==> src/rtl/apb_fanout_decoder.sv <==
module apb_fanout_decoder #(
  parameter int NPORT = 4,
  parameter int AW = 16,
  parameter int DW = 32,
  parameter logic [NPORT*AW-1:0] BASE = {16'h4000, 16'h2000, 16'h1000, 16'h0000},
  parameter logic [NPORT*AW-1:0] MASK = {16'hF000, 16'hF000, 16'hF000, 16'hF000}
) (
  input  logic                clk,
  input  logic                rst_n,
  input  logic                req_sel,
  input  logic                req_enable,
  input  logic                req_write,
  input  logic [AW-1:0]       req_addr,
  input  logic [DW-1:0]       req_wdata,
  output logic [DW-1:0]       req_rdata,
  output logic                req_ready,
  output logic                req_err,
  output logic [NPORT-1:0]    cmp_sel,
  output logic                cmp_enable,
  output logic                cmp_write,
  output logic [AW-1:0]       cmp_addr,
  output logic [DW-1:0]       cmp_wdata,
  input  logic [NPORT*DW-1:0] cmp_rdata,
  input  logic [NPORT-1:0]    cmp_ready,
  input  logic [NPORT-1:0]    cmp_err
);

  function automatic bit windows_clash();
    for (int i = 0; i < NPORT; i++)
      for (int j = i + 1; j < NPORT; j++)
        if (((BASE[i*AW +: AW] ^ BASE[j*AW +: AW]) & MASK[i*AW +: AW] & MASK[j*AW +: AW]) == '0)
          return 1'b1;
    return 1'b0;
  endfunction

  if (windows_clash()) begin : g_clash
    $error("address windows overlap");
  end

  logic [NPORT-1:0] hit, held;
  logic [DW-1:0]    mux_rdata;
  logic             mux_ready, mux_err;

  wire setup  = req_sel & ~req_enable;
  wire access = req_sel & req_enable;
  wire miss   = access & ~|held;

  for (genvar i = 0; i < NPORT; i++) begin : g_win
    assign hit[i] = (req_addr & MASK[i*AW +: AW]) == BASE[i*AW +: AW];
  end

  always_ff @(posedge clk) begin
    if (!rst_n)     held <= '0;
    else if (setup) held <= hit;
  end

  assign cmp_sel    = setup ? hit : (access ? held : '0);
  assign cmp_enable = req_enable;
  assign cmp_write  = req_write;
  assign cmp_addr   = req_addr;
  assign cmp_wdata  = req_wdata;

  always_comb begin
    mux_rdata = '0;
    mux_ready = 1'b0;
    mux_err   = 1'b0;
    for (int i = 0; i < NPORT; i++) begin
      if (cmp_sel[i]) begin
        mux_rdata = mux_rdata | cmp_rdata[i*DW +: DW];
        mux_ready = mux_ready | cmp_ready[i];
        mux_err   = mux_err | cmp_err[i];
      end
    end
  end

  assign req_rdata = mux_rdata;
  assign req_ready = (|cmp_sel) ? mux_ready : 1'b1;
  assign req_err   = miss | ((|cmp_sel) & mux_err);

endmodule

==> config.mk <==
export PLATFORM = sky130hd
export DESIGN_NAME = apb_fanout_decoder
export DESIGN_NICKNAME = d
export VERILOG_FILES = /design/src/rtl/apb_fanout_decoder.sv
export SDC_FILE = /design/constraint.sdc
export NUM_CORES = 1
export LEC_CHECK = 0
export BUFFER_PORTS_ARGS = -buffer_cell sky130_fd_sc_hd__clkbuf_2
export CAP_MARGIN = 5
export CORE_AREA = 2 2 108 110
export CTS_BUF_LIST = sky130_fd_sc_hd__clkbuf_8
export CTS_CLUSTER_SIZE = 30
export DETAILED_ROUTE_END_ITERATION = 12
export DIE_AREA = 0 0 110 112
export PLACE_DENSITY = 0.47
export SLEW_MARGIN = 20
export SYNTH_ARGS = -nofsm -noshare
export SYNTH_HDL_FRONTEND = slang
export SYNTH_SLANG_ARGS = --single-unit
==> constraint.sdc <==
create_clock -name clk -period 1.87 [get_ports clk]
set_input_delay 0.374 -clock clk [delete_from_list [all_inputs] [get_ports clk]]
set_output_delay 0.374 -clock clk [all_outputs]
set_load 0.02 [all_outputs]
==> flow_summary.toml <==
[cells_and_area]
seq_area_um2 = 80.1
final_util_pct = 24.3
largest_register_ffs = 4
area_growth_pct = 95.6
layout.nets = 549
regMostFlops = "held"
final_cell_area_mm2 = 0.00272
top_regs = "held: 4 flops"
most-common-layout-cells = "147 x clkbuf_2, 69 x nand2_1, 33 x a222oi_1, 19 x buf_2, 17 x buf_4"
drive_above_1_share_pct = 64.8
multiInputGateArea_um2 = 881
final_common_cell = "clkbuf_2"
num_antenna_cells = 0
nFillCells = 1228
fin_cells = 501

[clocking]
cts.path.max_buffers = 2
cts_made_buffers = 3
cts-root-buf = "clkbuf_8"
path_clk_slew_ps = 30
cts_tree = "done"
clock-sinks = 4
clkLatencyLatePin_ps = 210
htree_levels = 1
cts_hold_buf = 0

[global_route]
met3_usage_pct = 1.58
use_met2_pct = 18.6
grt_overflow = 0
antenna_found_initial = 0
top_usage_layer = "met2"
grt.total_usage_pct = 9.43
grt_pass1_vias = 2022
met1_usage_pct = 10.2
grt_max_degree = 21
grt_pass1_wl_um = 9330

[timing]
setup_viol = 37
min_period_ps = 2220
hold_slack_ps = 427
rsz0062_at_grt = "yes"
hold_viol = 0
max_freq_mhz = 451
fin_ws_ps = -347
worstMarginPinSlew_ps = 379
maxSlewHeadroom_pct = 74.6
final_max_slew_viol_count = 0
fin_crit_sh_pct = 119
fin_setup_tns_ps = -9750
clock_skew_ps = 0

[routing]
ant_nets = 0
dr.pass1.iters = 6
drcViolationCount = 0
vias = 2193
drt_iter0_markers = 220
routed_wl_um = 7530
wire_per_inst_um = 15.0
vias_per_cell = 4.38

[placement]
portBuffers = 186
routabilityCongestion = 0.814
place_inst = 483
place_area_mm2 = 0.00218
dpl_worst_slack_ps = -381
dpl.hpwl_um = 5280

[hold_path]
hold_path.class = "in -> reg"

[status]
outcome = "finished with violations"
violations = "negative setup slack"

[yosys]
yosysSeqAreaShare_pct = 5.77
synth_seq_cells = 4
synth_edf_count = 0
synthCells = 203
syn-cell-area_mm2 = 0.00139
ys.warnings.count = 0
avgSynthCellArea_um2 = 6.84
yosys.area.top_type = "buf_4"
synth_top_area_share_pct = 28.1
synth.distinct_cells = 27
syn_nets = 392
yosys-top-cells-area = "buf_4 28%, a222oi_1 24%, nand2_1 19%"
synthArstFlopShare_pct = 0
synthFlopType = "dfxtp_1"

[die]
fp.dieH_um = 112
ios = 277
start_util_pct = 12.4
rows = 39
coreArea_mm2 = 0.0112
chipWidth_um = 110
die_area_mm2 = 0.0123

[worst_setup_path]
cp_max_fo = 5
cp_data_required_time_ps = 1500
criticalPathCategory = "in -> out"
crit_path_end_kind = "primary output"
critPathArrivalTime_ps = 1840
startpoint_type = "input port"

[flow_run]
maxCapViolCount = 0

[power]
p_total_mw = 0.627
peakVddDrop_v = 0.000207
p_leak_nw = 1.54
pwr_density_cell_mw_per_mm2 = 231
-- timing repair --
| item | 4_1_cts | 5_1_grt |
|---|---|---|
| gates resized for setup | 32 | 71 |
| setup buffers | 3 | 6 |
| gates cloned | 2 | 6 |
| endpoints found under the setup margin | 37 | 38 |
| pin swaps | 21 | 30 |
-- final timing paths --
path | endpoint | start | slack (ps) | depth (start not counted)
max | req_rdata[13] | req_sel | -350 | 8
min | held[3]$_SDFFE_PN0N_ | rst_n | 430 | 2
max reg2reg | held[3]$_SDFFE_PN0N_ | held[3]$_SDFFE_PN0N_ | 1110 | 2
min reg2reg | held[2]$_SDFFE_PN0N_ | held[2]$_SDFFE_PN0N_ | 510 | 2
-- logic make-up after synthesis --
logic type,synth area share (%)
AO/OA/AOI/OAI,31.1
buffers and inverters,35.2
flip-flops,5.77
multiplexers,1.53
AND/OR/NAND/NOR,26.4
-- worst max-delay path: stages --
cell,delay [ps]
buf_8,100
nor4b_4,140
a32o_2,300
buf_12,140
buf_12,130
a222oi_1,400
nand2_1,90
buf_4,170
-- layer usage --
metal  up-vias  share of wire [%]
li1       1025                  -
met1      1016                 37
met2       138                 53
met3        14                8.9
met4         0                1.1
met5         -                  0
-- area by class of cell --
cell class                      instances  share of cell area (%)
Clock buffer                            3                    1.52
Inverter                                1                   0.138
Multi-Input combinational cell        132                    32.4
Sequential cell                         4                    2.95
Tap cell                              143                    6.59
Timing Repair Buffer                  218                    56.4
-- Yosys cell counts, drive strengths merged, types with 2 or more instances --
master  number
a221oi       2
nor2b        5
nor2         2
a22oi        2
nand2       69
a32o         2
a222oi      33
buf         66
a22o         2
dfxtp        4
and2         3
-- where the power goes --
group / switching, mW / internal, mW
clock network: 0.0428 / 0.137
registers: 0.00123 / 0.0869
logic: 0.154 / 0.205
total: 0.198 / 0.429
(Power assumes the default switching activity.)
